**config.mk**
```make
export PLATFORM = sky130hd
export DESIGN_NAME = stack_engine
export DESIGN_NICKNAME = d
export VERILOG_FILES = /design/src/rtl/stack_engine.sv
export SDC_FILE = /design/constraint.sdc
export NUM_CORES = 1
export LEC_CHECK = 0
export BUFFER_PORTS_ARGS = -buffer_cell sky130_fd_sc_hd__buf_2
export CORE_MARGIN = 1.5
export CORE_UTILIZATION = 25
export CTS_CLUSTER_SIZE = 12
export DETAILED_ROUTE_END_ITERATION = 6
export MAX_ROUTING_LAYER = met4
export PLACE_DENSITY = 0.44
export SLEW_MARGIN = 20
export SYNTH_ARGS = -nofsm -noshare
export SYNTH_HDL_FRONTEND = slang
export SYNTH_SLANG_ARGS = --single-unit
```
**constraint.sdc**
```tcl
create_clock -name clk -period 6.2 [get_ports clk]
set_input_delay 1.24 -clock clk [delete_from_list [all_inputs] [get_ports clk]]
set_output_delay 1.24 -clock clk [all_outputs]
set_load 0.005 [all_outputs]
```
**src/rtl/stack_engine.sv**
```systemverilog
module stack_engine #(
  parameter int AW = 16
) (
  input  logic          clk,
  input  logic          rst_n,
  input  logic          stk_mode,
  input  logic          req_push,
  input  logic          req_pop,
  input  logic          req_word,
  input  logic [15:0]   wdata,
  input  logic          load,
  input  logic [AW-1:0] load_val,
  output logic [AW-1:0] mem_addr,
  output logic          mem_we,
  output logic          mem_re,
  output logic [7:0]    mem_wdata,
  input  logic [7:0]    mem_rdata,
  output logic          busy,
  output logic          done,
  output logic [15:0]   rdata,
  output logic [AW-1:0] sp
);
  localparam logic [AW-1:0] ONE = AW'(1);
  localparam logic [AW-1:0] TWO = AW'(2);

  typedef enum logic [1:0] {S_IDLE, S_BEAT0, S_BEAT1} state_t;

  state_t        state;
  logic [AW-1:0] sp_q, addr_q;
  logic          wr_q, word_q, done_q;
  logic [15:0]   data_q, rd_q;

  logic          go, push_sel;
  logic [AW-1:0] start_addr, next_sp;

  assign go       = (state == S_IDLE) && !load && (req_push || req_pop);
  assign push_sel = req_push;

  always_comb begin
    if (push_sel) begin
      next_sp = req_word ? sp_q - TWO : sp_q - ONE;
      if (stk_mode) start_addr = next_sp;
      else          start_addr = req_word ? sp_q - ONE : sp_q;
    end else begin
      next_sp    = req_word ? sp_q + TWO : sp_q + ONE;
      start_addr = stk_mode ? sp_q : sp_q + ONE;
    end
  end

  always_ff @(posedge clk) begin
    if (!rst_n) begin
      state  <= S_IDLE;
      sp_q   <= '0;
      addr_q <= '0;
      wr_q   <= 1'b0;
      word_q <= 1'b0;
      data_q <= '0;
      rd_q   <= '0;
      done_q <= 1'b0;
    end else begin
      done_q <= 1'b0;
      case (state)
        S_IDLE: begin
          if (load) begin
            sp_q <= load_val;
          end else if (go) begin
            sp_q   <= next_sp;
            addr_q <= start_addr;
            wr_q   <= push_sel;
            word_q <= req_word;
            data_q <= wdata;
            state  <= S_BEAT0;
          end
        end
        S_BEAT0: begin
          if (!wr_q) begin
            if (word_q) rd_q[15:8] <= mem_rdata;
            else        rd_q       <= {8'h00, mem_rdata};
          end
          if (word_q) begin
            addr_q <= addr_q + ONE;
            state  <= S_BEAT1;
          end else begin
            done_q <= 1'b1;
            state  <= S_IDLE;
          end
        end
        S_BEAT1: begin
          if (!wr_q) rd_q[7:0] <= mem_rdata;
          done_q <= 1'b1;
          state  <= S_IDLE;
        end
        default: state <= S_IDLE;
      endcase
    end
  end

  assign busy      = (state != S_IDLE);
  assign mem_we    = busy && wr_q;
  assign mem_re    = busy && !wr_q;
  assign mem_addr  = addr_q;
  assign mem_wdata = (state == S_BEAT0 && word_q) ? data_q[15:8] : data_q[7:0];
  assign done      = done_q;
  assign rdata     = rd_q;
  assign sp        = sp_q;
endmodule

```
# After elaboration in Yosys (flattened, before gate mapping)
# Cells that the tools add are included.
# Widths: inputs -> output; s select.
# word_totals
regBits	69
latchBits	0
mem_bits_rw	0
mem_bits_ro	0
in_bits	47
out_inout_bits	60
word_cells	68
n_memories	0
# op_classes
addsub	5
n_mul	0
n_div	0
n_lt_le_gt_ge	0
eq_ne	8
n_shift	0
mux	25
n_bitwise	2
reduce_logical	19
# ops
operator	count
$mux 16	12
$mux 8	5
$add 16x1->16 const B	2
$pmux 16 s2	1
$add 16x2->16 const B	1
$pmux 8 s2	1
$sub 16x1->16 const B	1
$sub 16x2->16 const B	1
$ne 2x2->1 const B	6
$reduce_and 4->1	2
$reduce_bool 2->1	4
$mux 2	3
$reduce_and 2->1	3
$logic_and 1x1->1	5
$pmux 2 s2	1
$reduce_and 3->1	1
$eq 2x1->1 const B	1
$eq 2x2->1 const B	1
$logic_not 1->1	2
$logic_not 2->1	1
$not 1->1	2
$pmux 1 s2	1
$logic_or 1x1->1	1
$mux 1	1

# Longest topological paths before layout
# Gate-level depths: netlist (run 1).
# logic_depth
word_depth	7
mapped_depth	9
depth_no_buf	8

# Least setup slack after synthesis (run 1)
# OpenSTA, ideal clock, no wires.
# synth_timing
kind	input port to flip-flop
from	input port req_word
to	register addr_q[0], in the netlist mem_addr[0]
setup_time_ns	0.070
t_arrival_ns	2.692
required_time_ns	6.130
path_slack_ns	3.437
cell_stages	7
n_path_buf	1
cell_sequence	clkbuf_1 -> clkinv_1 -> ha_1 -> a21boi_0 -> xnor2_1 -> or3_1 -> a21oi_1
# synth_via
elab_chain_cells	6
elab_cells_between_ends	7
cone_classes	mux (7)
# synth_lines
item	line	text
start: declaration	9	input logic req_word,
$mux 16, on equally long branches	43, 41	
$mux 16 (*)	42	if (stk_mode) start_addr = next_sp;
$mux 16 (*)	40	if (push_sel) begin
$mux 16 (*)	66	end else if (go) begin
$mux 16 (*)	64	if (load) begin
$pmux 16 s2 (*)	62	case (state)
end signal: assignment	68	addr_q <= start_addr;
end signal: assignment	81	addr_q <= addr_q + ONE;
end: declaration	29	logic [AW-1:0] sp_q, addr_q;
# Mark *: on every way between the ends. The rest lies on a longest branch, timed or not. The select of a mux whose other input is x is not followed.
# A chain may end at the register's enable or synchronous reset.

# Final worst setup path (run 1)
# layout_timing
from	register state[1]
to	output port mem_wdata[0]
# layout_via
elab_chain_cells	3
# layout_lines
item	line	text
start: declaration	28	state_t state;
start signal: assignment	52	state <= S_IDLE;
start signal: assignment	72	state <= S_BEAT0;
start signal: assignment	82	state <= S_BEAT1;
$eq 2x1->1	102	assign mem_wdata = (state == S_BEAT0 && word_q) ? data_q[15:8] : data_q[7:0];
$logic_and 1x1->1	102	
$mux 8	102	
end: declaration	16	output logic [7:0] mem_wdata,
# Every way passes these cells.

==> results of run 1 <==
per-layer routing:
| metal | part of all wire | global-route usage |
|---|---|---|
| met1 | 0.47 | 0.236 |
| met2 | 0.45 | 0.264 |
| met3 | 0.050 | 0.0245 |
| met4 | 0.027 | 0.0779 |
| met5 | 0 | - |
area by class of cell:
type	count	area [um2]
inverters	18	67.6
repair buffers	110	561
clock inverters	7	82.6
clock buffers	9	225
multi-input cells	511	3090
well taps	234	293
fillers	2044	12900
flip-flops and latches	69	1380
cells by family (layout without fill, tap and decap cells):
kind of cell    Yosys count  in the layout  share of synthesized area
simple gates            273            273                      0.281
mux                      27             27                     0.0592
buf+inv                  69            144                     0.0590
compound gates          173            173                      0.232
flops                    69             69                      0.291
xor+xnor                 25             25                     0.0461
fa+ha+maj                13             13                     0.0326
cells in the final DEF, fill, tap and decap left out, drive strengths merged, types with 8 or more instances in the layout:
master  synthesis  final
a31oi           9      9
inv            16     18
nor2b           8      8
dfxtp          69     69
nand2          98     98
mux2            9      9
a21oi          70     70
clkbuf         31      9
nand3          35     35
nor3           21     21
nor4            8      8
o21ai          28     28
or3            12     12
xnor2          16     16
nor2           52     52
nand4           8      8
ha             10     10
mux2i          18     18
buf            20    110
xor2            9      9
worst paths after layout:
kind | start | to | depth (start not counted)
hold / removal | rdata[8]$_SDFFE_PN0P_ | rdata[8]$_SDFFE_PN0P_ | 2
hold reg to reg | rdata[8]$_SDFFE_PN0P_ | rdata[8]$_SDFFE_PN0P_ | 2
setup reg to reg | sp[0]$_SDFFE_PN0P_ | sp[10]$_SDFFE_PN0P_ | 8
setup / recovery | state[1]$_SDFFE_PN0P_ | mem_wdata[0] | 6
flip-flops by register name, indices dropped and copies added, names as in the netlist:
signal    count
data_q       16
mem_addr     16
rdata        16
sp           16
state         2
done          1
word_q        1
wr_q          1
tightest hold or removal path, cell delays in order, from the launching register on:
cell and delay (ns):
dfxtp_1 0.31, nand2_1 0.05, a21oi_1 0.05
where the power goes:
part	internal [W]	switching [W]	leakage (nW)
Sequential	0.000483	0.0000734	0.565
Clock	0.000318	0.000238	0.145
Combinational	0.000169	0.000254	1.55
per-stage QoR:
stage               total power (W)  instances  utilization
global placement           0.000981        942        0.289
global route                0.00162        958        0.306
finish                      0.00154        958        0.306
CTS                         0.00155        958        0.306
detailed placement         0.000984        942        0.289
floorplan                  0.000837        649            -
==> impl_metrics.env, run 1 <==
export IMPL_cp_cell_sequence="inv_1 > ha_1 > buf_4 > nand2_1 > mux2_2 > buf_2"
export IMPL_num_antenna_cells=0
export IMPL_place_congestion=0.938
export IMPL_ys_warn_count=0
export IMPL_clk_insertion_delay_late_ns=0.36
export IMPL_coreArea_um2=18600
export IMPL_leakage_nw=2.26
export IMPL_end_kind="output pin"
export IMPL_clockBufferDepth=2
export IMPL_setup_slack_ns=2.82
export IMPL_cts_resized=0
export IMPL_maxSlewViolCount=0
export IMPL_yosysTopAreaCell="dfxtp_1"
export IMPL_cts_hold_buf=0
export IMPL_drc_errors=0
export IMPL_synth_top_cell_area_share=0.291
export IMPL_report_final_hold_viol_count=0
export IMPL_dieArea_um2=19800
export IMPL_skew_ns=0.00703
export IMPL_r2r_slack_ns=3.58
export IMPL_initial_utilization=0.255
export IMPL_grt_pass1_wl_um=27000
export IMPL_crit_slowest_cell="mux2_2"
export IMPL_crit_fanout=38
export IMPL_period_needed_ns=3.38
export IMPL_syn_num_nets=706
export IMPL_max_stage_delay_ns=0.40
export IMPL_fin_hold_ws_ns=0.448
export IMPL_path_class="reg -> out"
export IMPL_synth_top_cells_by_count="98 x nand2_1, 70 x a21oi_1, 69 x dfxtp_1"
export IMPL_avgSynthCellArea_um2=7.32
export IMPL_syn_area_um2=4750
export IMPL_layout_nets=776
export IMPL_post_route_period_util=0.545
export IMPL_dr_pass1_iters=6
export IMPL_wl_per_cell_um=17.7
export IMPL_cts_buffers_inserted=9
export IMPL_yosysSeqAreaShare=0.291
export IMPL_ys_types=70
export IMPL_clock_sinks=69
export IMPL_rsz0062_at_grt="false"
export IMPL_hp_class="reg -> reg"
export IMPL_grt_max_degree=57
export IMPL_vias=5128
export IMPL_cpLargestDelayFamily="buffers and inverters"
export IMPL_placed_area_um2=5390
export IMPL_antenna_found_initial=0
export IMPL_p_per_area_nw_per_um2=269
export IMPL_setup_tns_final_ns=0
export IMPL_worstPathArrival_ns=2.14
export IMPL_cap_violations=0
export IMPL_io_buffers=106
export IMPL_timing_fmax_mhz=296
export IMPL_fin_area_um2=5700
export IMPL_grtUsageTotal=0.176
export IMPL_drive_gt1_frac=0.207
export IMPL_cp_required_ns=4.96
export IMPL_ir_drop_mv=0.138
export IMPL_clk_pin_slew_ns=0.06
export IMPL_yosys_most_used_dff="dfxtp_1"
export IMPL_cts_setup_buffers=0
export IMPL_post_place_ws_ns=2.65
export IMPL_die_w_um=141
export IMPL_slew_headroom=0.344
export IMPL_grt_pass1_vias=4833
export IMPL_die_h_um=141
export IMPL_cts_root_buf="clkbuf_16"
export IMPL_overflow=0
export IMPL_synthMostInstantiatedCell="nand2_1"
export IMPL_async_flop_share=0
export IMPL_cts_htree_levels=3
export IMPL_num_rows=50
export IMPL_cp_start_kind="register"
export IMPL_critPathBufInv=3
export IMPL_drtIter0Drc=454
export IMPL_ant_nets=0
export IMPL_max_slew_worst_pin_slew_ns=0.977
export IMPL_via_per_inst=5.35
export IMPL_synth_edff_count=0
export IMPL_status="complete, no violations"
export IMPL_place_hpwl_um=12400
export IMPL_cts_tree="done"
export IMPL_routed_wl_um=16900
export IMPL_pin_count=107
export IMPL_setup_viol=0
export IMPL_area_growth_pct=20.0
export IMPL_synth_seq_cells=69
export IMPL_synthTopCellsByArea="dfxtp_1 29%, nand2_1 7.7%, a21oi_1 7.4%, nor2_1 4.1%, mux2i_1 3.8%"
export IMPL_syn_instance_count=649
(Power assumes the default switching activity.)
==> run 2: changes to the inputs <==
- ABC_AREA: not set -> 1
- PLACE_DENSITY: 0.44 -> 0.43
- clock period: 6.2 -> 3.2 ns (I/O delays scaled with it)
==> run 2 against run 1 <==
  * Worst setup slack got worse by 2.0 ns
  * Final cell count rose by 34%
  * Sequential power rose by 130%
  * Synthesized cell count rose by 41%
  * First-iteration DRC count fell by 20%
  * Critical path depth rose by 1
  * Non-clock buffer count rose by 11
  * Largest cell class unchanged
  * Utilization fell by 0.63 points
  * Sequential cell count did not move
  * Global-route usage rose by 2.0 points
  * Critical endpoint is now mem_wdata[7]
==> impl_metrics.env, run 2 <==
export IMPL_status="complete, no violations"
export IMPL_overflow=0
export IMPL_fin_hold_ws_ns=0.466
export IMPL_crit_fanout=17
export IMPL_p_per_area_nw_per_um2=603
export IMPL_reg2regPathDepth=11
export IMPL_grt_pass1_vias=6095
export IMPL_synth_top_cells_by_count="216 x nand2_1, 128 x nor2_1, 99 x nand3_1"
export IMPL_die_w_um=152
export IMPL_p_switching_w=0.00180
export IMPL_antenna_found_initial=0
export IMPL_drive_gt1_frac=0.194
export IMPL_clock_sinks=69
export IMPL_wl_met2_um=9700
export IMPL_dieArea_um2=23000
export IMPL_crit_slowest_cell="inv_2"
export IMPL_leakage_nw=2.93
export IMPL_place_congestion=0.905
export IMPL_num_antenna_cells=0
export IMPL_cp_cell_sequence="inv_1 > ha_1 > nand2_1 > inv_2 > nand2_1 > nand2_1 > buf_2"
export IMPL_ant_nets=0
export IMPL_layout_nets=1052
export IMPL_dr_wl_met3_um=1070
export IMPL_syn_num_nets=973
export IMPL_cp_start_kind="register"
export IMPL_place_hpwl_um=15500
export IMPL_post_route_period_util=0.758
export IMPL_synthMostInstantiatedCell="nand2_1"
export IMPL_initial_utilization=0.254
export IMPL_wl_met1_um=9810
export IMPL_cp_required_ns=2.56
export IMPL_cts_tree="done"
export IMPL_yosysSeqAreaShare=0.250
export IMPL_maxSlewViolCount=0
export IMPL_wl_per_cell_um=16.6
export IMPL_via_per_inst=4.93
export IMPL_die_h_um=152
export IMPL_min_path_cells=2
export IMPL_ir_drop_mv=0.240
export IMPL_cpLargestDelayFamily="buffers and inverters"
export IMPL_p_comb_frac=0.420
export IMPL_synth_top_cell_area_share=0.250
export IMPL_setup_tns_final_ns=0
export IMPL_clk_insertion_delay_late_ns=0.35
export IMPL_cts_setup_buffers=0
export IMPL_synth_edff_count=0
export IMPL_end_kind="output pin"
export IMPL_cap_violations=0
export IMPL_routed_wl_um=21200
export IMPL_rsz0062_at_grt="false"
export IMPL_synthTopCellsByArea="dfxtp_1 25%, nand2_1 15%, nand3_1 9.0%, nor2_1 8.7%, a21oi_1 7.9%"
export IMPL_power_w=0.00393
export IMPL_slew_headroom=0.579
export IMPL_clockBufferDepth=2
export IMPL_cp_common_cell="nand2_1"
export IMPL_async_flop_share=0
export IMPL_p_clk_frac=0.258
export IMPL_io_buffers=106
export IMPL_syn_instance_count=916
export IMPL_fillers=2543
export IMPL_drtIter0Drc=362
export IMPL_ys_types=41
export IMPL_timing_fmax_mhz=412
export IMPL_skew_ns=0.0115
export IMPL_pin_count=107
export IMPL_cts_hold_buf=0
export IMPL_fin_util=0.300
export IMPL_cp_depth=7
export IMPL_ys_warn_count=0
export IMPL_dp_cells=1264
export IMPL_yosysTopAreaCell="dfxtp_1"
export IMPL_drc_errors=0
export IMPL_dr_pass1_iters=5
export IMPL_coreArea_um2=21800
export IMPL_stdcell_count=1280
export IMPL_grt_pass1_wl_um=33600
export IMPL_p_int_w=0.00214
export IMPL_mostFrequentLayoutCell="nand2_1"
export IMPL_max_stage_delay_ns=0.34
export IMPL_critPathBufInv=3
export IMPL_report_final_hold_viol_count=0
export IMPL_clk_pin_slew_ns=0.07
export IMPL_path_class="reg -> out"
export IMPL_synth_seq_cells=69
export IMPL_grt_max_degree=37
export IMPL_period_needed_ns=2.42
export IMPL_vias=6314
export IMPL_cts_buffers_inserted=9
export IMPL_most_common_layout_cells="216 x nand2_1, 128 x nor2_1, 106 x buf_2"
export IMPL_dr_max_layer_used="met4"
export IMPL_grtUsageTotal=0.196
export IMPL_area_growth_pct=18.0
export IMPL_setup_viol=0
export IMPL_pwr_share_seq=0.323
export IMPL_worstPathArrival_ns=1.78
export IMPL_cts_htree_levels=3
export IMPL_p_sw_frac=0.457
export IMPL_cts_root_buf="clkbuf_16"
export IMPL_cts_resized=0
export IMPL_yosys_most_used_dff="dfxtp_1"
export IMPL_hp_class="reg -> reg"
export IMPL_syn_area_um2=5520
export IMPL_num_rows=54
export IMPL_avgSynthCellArea_um2=6.03
export IMPL_max_slew_worst_pin_slew_ns=0.630
## run 2: cell count changes after synthesis, moves of 17 or more
cell	before	now
nand2_1	98	216
nor2_1	52	128
nand3_1	34	99
o21ai_0	27	80
inv_1	15	48
mux2i_1	18	0
a21oi_1	70	87
## run 2: logic make-up (layout without fill, tap and decap cells)
kind of cell	Yosys count	count (layout)	synth area share
AOI/OAI and AO/OA	195	195	0.187
xor gates and xnor gates	20	20	0.0331
adders and majority gates	10	10	0.0227
buffers and inverters	116	200	0.0979
DFF	69	69	0.250
and+or+nand+nor	506	506	0.409
## run 2: final timing paths
| path | start | to | slack (ns) |
|---|---|---|---|
| hold reg to reg | rdata[12]$_SDFFE_PN0P_ | rdata[12]$_SDFFE_PN0P_ | 0.47 |
| setup / recovery | state[1]$_SDFFE_PN0P_ | mem_wdata[7] | 0.78 |
| setup reg to reg | sp[2]$_SDFFE_PN0P_ | sp[7]$_SDFFE_PN0P_ | 0.85 |
| hold / removal | rdata[12]$_SDFFE_PN0P_ | rdata[12]$_SDFFE_PN0P_ | 0.47 |
## run 2: worst reg2reg max path: cells and delay by family (launching register included)
kind	cells	cell delay [ns]
adder cells (fa/ha/maj)	1	0.28
flip-flops	1	0.60
AND/OR/NAND/NOR	7	0.85
XOR/XNOR	1	0.21
buffers and inverters	1	0.22
AO/OA/AOI/OAI	1	0.06
## run 2: cell type report
class,count,area [um2],share of cell area
clock inverters,7,62.6,0.00960
clock buffers,9,225,0.0346
flip-flops and latches,69,1380,0.212
multi-input cells,731,3600,0.553
inverters,63,238,0.0365
repair buffers,121,656,0.101
well taps,280,350,0.0538
## run 2: per-stage QoR
step / cell area (um2) / setup WS [ns]
final: 6520 / 0.775
after detailed placement: 6230 / 0.567
after global placement: 6230 / 0.604
after global routing: 6520 / 0.551
after CTS: 6520 / 0.709
after floorplan: 5520 / 0.985
## run 2: power groups by stage
| stage | Sequential (W) | Clock (W) | Combinational [W] |
|---|---|---|---|
| after global placement | 0.00129 | 0 | 0.00166 |
| after floorplan | 0.00117 | 0 | 0.00121 |
| after detailed placement | 0.00129 | 0 | 0.00165 |
| final | 0.00127 | 0.00101 | 0.00165 |
| after CTS | 0.00127 | 0.00104 | 0.00166 |
| after global routing | 0.00130 | 0.00108 | 0.00189 |
## run 2: layer usage
metal / GRT usage / up-vias
met4: 0.0745 / 0
met5: - / -
met3: 0.0311 / 39
met1: 0.253 / 2933
met2: 0.308 / 163
li1: - / 3179
==> run 3: changes to the inputs <==
- PLACE_DENSITY: 0.43 -> 0.45
- clock period: 3.2 -> 2.1 ns (I/O delays scaled with it)
==> run 3 against run 2 <==
  * Register-to-register slack worse by 0.63 ns
  * Via count increased by 0.46%
  * Count of clock-buffer cells in the layout unchanged
  * Sequential share of layout area shrank 0.99 points
  * Largest power group unchanged
  * Wire length increased by 2.6%
  * Die area unchanged
  * Non-clock buffer count rose by 41
  * Critical path depth did not move
  * Utilization grew 1.5 points
  * Clock skew about the same
==> impl_metrics.env, run 3 (synthesized netlist as in run 2, its figures left out) <==
export IMPL_status="complete, no violations"
export IMPL_setup_tns_final_ns=0
export IMPL_cp_required_ns=1.68
export IMPL_clock_sinks=69
export IMPL_cts_setup_buffers=0
export IMPL_dr_pass1_iters=5
export IMPL_clk_pin_slew_ns=0.06
export IMPL_fin_area_um2=6850
export IMPL_cts_tree="done"
export IMPL_antenna_found_initial=0
export IMPL_slew_headroom=0.652
export IMPL_cp_start_kind="register"
export IMPL_p_per_area_nw_per_um2=903
export IMPL_routed_wl_um=21700
export IMPL_post_route_period_util=0.925
export IMPL_mostFrequentLayoutCell="nand2_1"
export IMPL_fin_util=0.315
export IMPL_period_needed_ns=1.94
export IMPL_grt_pass1_wl_um=34500
export IMPL_die_w_um=152
export IMPL_hp_class="in -> reg"
export IMPL_vias=6343
export IMPL_power_w=0.00619
export IMPL_leakage_nw=3.13
export IMPL_skew_ns=0.0111
export IMPL_pin_count=107
export IMPL_place_congestion=0.861
export IMPL_cts_buffers_inserted=9
export IMPL_end_kind="output pin"
export IMPL_wl_per_cell_um=16.5
export IMPL_grt_max_degree=39
export IMPL_cts_root_buf="clkbuf_16"
export IMPL_placed_area_um2=6550
export IMPL_die_h_um=152
export IMPL_place_hpwl_um=16400
export IMPL_io_buffers=106
export IMPL_rsz0062_at_grt="false"
export IMPL_timing_fmax_mhz=515
export IMPL_drtIter0Drc=402
export IMPL_grtUsageTotal=0.203
export IMPL_layout_nets=1093
export IMPL_via_per_inst=4.80
export IMPL_path_class="reg -> out"
export IMPL_overflow=0
export IMPL_setup_viol=0
export IMPL_drive_gt1_frac=0.230
export IMPL_most_common_layout_cells="215 x nand2_1, 128 x nor2_1, 106 x buf_2"
export IMPL_post_place_ws_ns=0.0690
export IMPL_num_rows=54
export IMPL_ant_nets=0
export IMPL_setup_slack_ns=0.158
export IMPL_dieArea_um2=23000
export IMPL_clk_insertion_delay_late_ns=0.35
export IMPL_area_growth_pct=24.0
export IMPL_drc_errors=0
export IMPL_clockBufferDepth=2
export IMPL_ir_drop_mv=0.422
export IMPL_cap_violations=0
export IMPL_max_slew_worst_pin_slew_ns=0.521
export IMPL_cts_hold_buf=0
export IMPL_maxSlewViolCount=0
export IMPL_grt_pass1_vias=6192
export IMPL_coreArea_um2=21800
export IMPL_num_antenna_cells=0
export IMPL_report_final_hold_viol_count=0
export IMPL_initial_utilization=0.254
export IMPL_cts_htree_levels=3
export IMPL_cts_resized=0
export IMPL_worstPathArrival_ns=1.52
export IMPL_crit_fanout=8
-- run 3: cell types whose count changed in the layout (fill, tap and decap cells not counted) --
| cell | change |
|---|---|
| buf_4 | +40 |
| ha_1 | -1 |
| ha_2 | +1 |
| inv_6 | -1 |
| dfxtp_2 | +2 |
| nand2_1 | -1 |
| dfxtp_1 | -2 |
| nand2_2 | +1 |
| buf_12 | +1 |
| clkinv_4 | +2 |
| inv_2 | -1 |
-- run 3: report_power, final --
part	switching [W]	internal, W
Combinational	0.00177	0.00102
Sequential	0.000300	0.00155
Clock	0.000723	0.000827
-- run 3: final timing paths --
check	start	to	slack (ns)	depth (start not counted)
worst max-delay path	state[1]$_SDFFE_PN0P_	mem_wdata[5]	0.16	7
worst min-delay path	wdata[9]	data_q[9]$_SDFFE_PN0P_	0.30	3
worst max register to register	sp[2]$_SDFFE_PN0P_	mem_addr[5]$_SDFFE_PN0P_	0.22	12
worst min register to register	rdata[9]$_SDFFE_PN0P_	rdata[9]$_SDFFE_PN0P_	0.46	2
-- run 3: layer usage --
| layer | GRT usage | share of wire | vias to the layer above |
|---|---|---|---|
| met3 | 0.0344 | 0.053 | 22 |
| met2 | 0.320 | 0.46 | 168 |
| met4 | 0.0591 | 0.021 | 0 |
| met1 | 0.265 | 0.47 | 2885 |
| met5 | - | 0 | - |
| li1 | - | - | 3268 |
-- run 3: critical path, stage by stage, from the launching register on --
cell and delay (ns):
dfxtp_1 0.31, inv_1 0.09, ha_2 0.24, nand2_2 0.10, buf_4 0.19, nand2_1 0.06, nand2_1 0.06, buf_2 0.12
-- run 3: area by class of cell --
| class | count | area (um2) |
|---|---|---|
| clock buffers | 9 | 225 |
| clock inverters | 7 | 62.6 |
| fillers | 2497 | 14900 |
| inverters | 63 | 243 |
| multi-input cells | 731 | 3610 |
| flip-flops and latches | 69 | 1380 |
| well taps | 280 | 350 |
| repair buffers | 162 | 976 |
-- run 3: through the flow --
stage	hold slack (ns)	instances
2_1_floorplan	0.454	916
3_3_place_gp	0.455	1305
3_5_place_dp	0.458	1305
4_1_cts	0.286	1321
5_1_grt	0.300	1321
6_report	0.295	1321
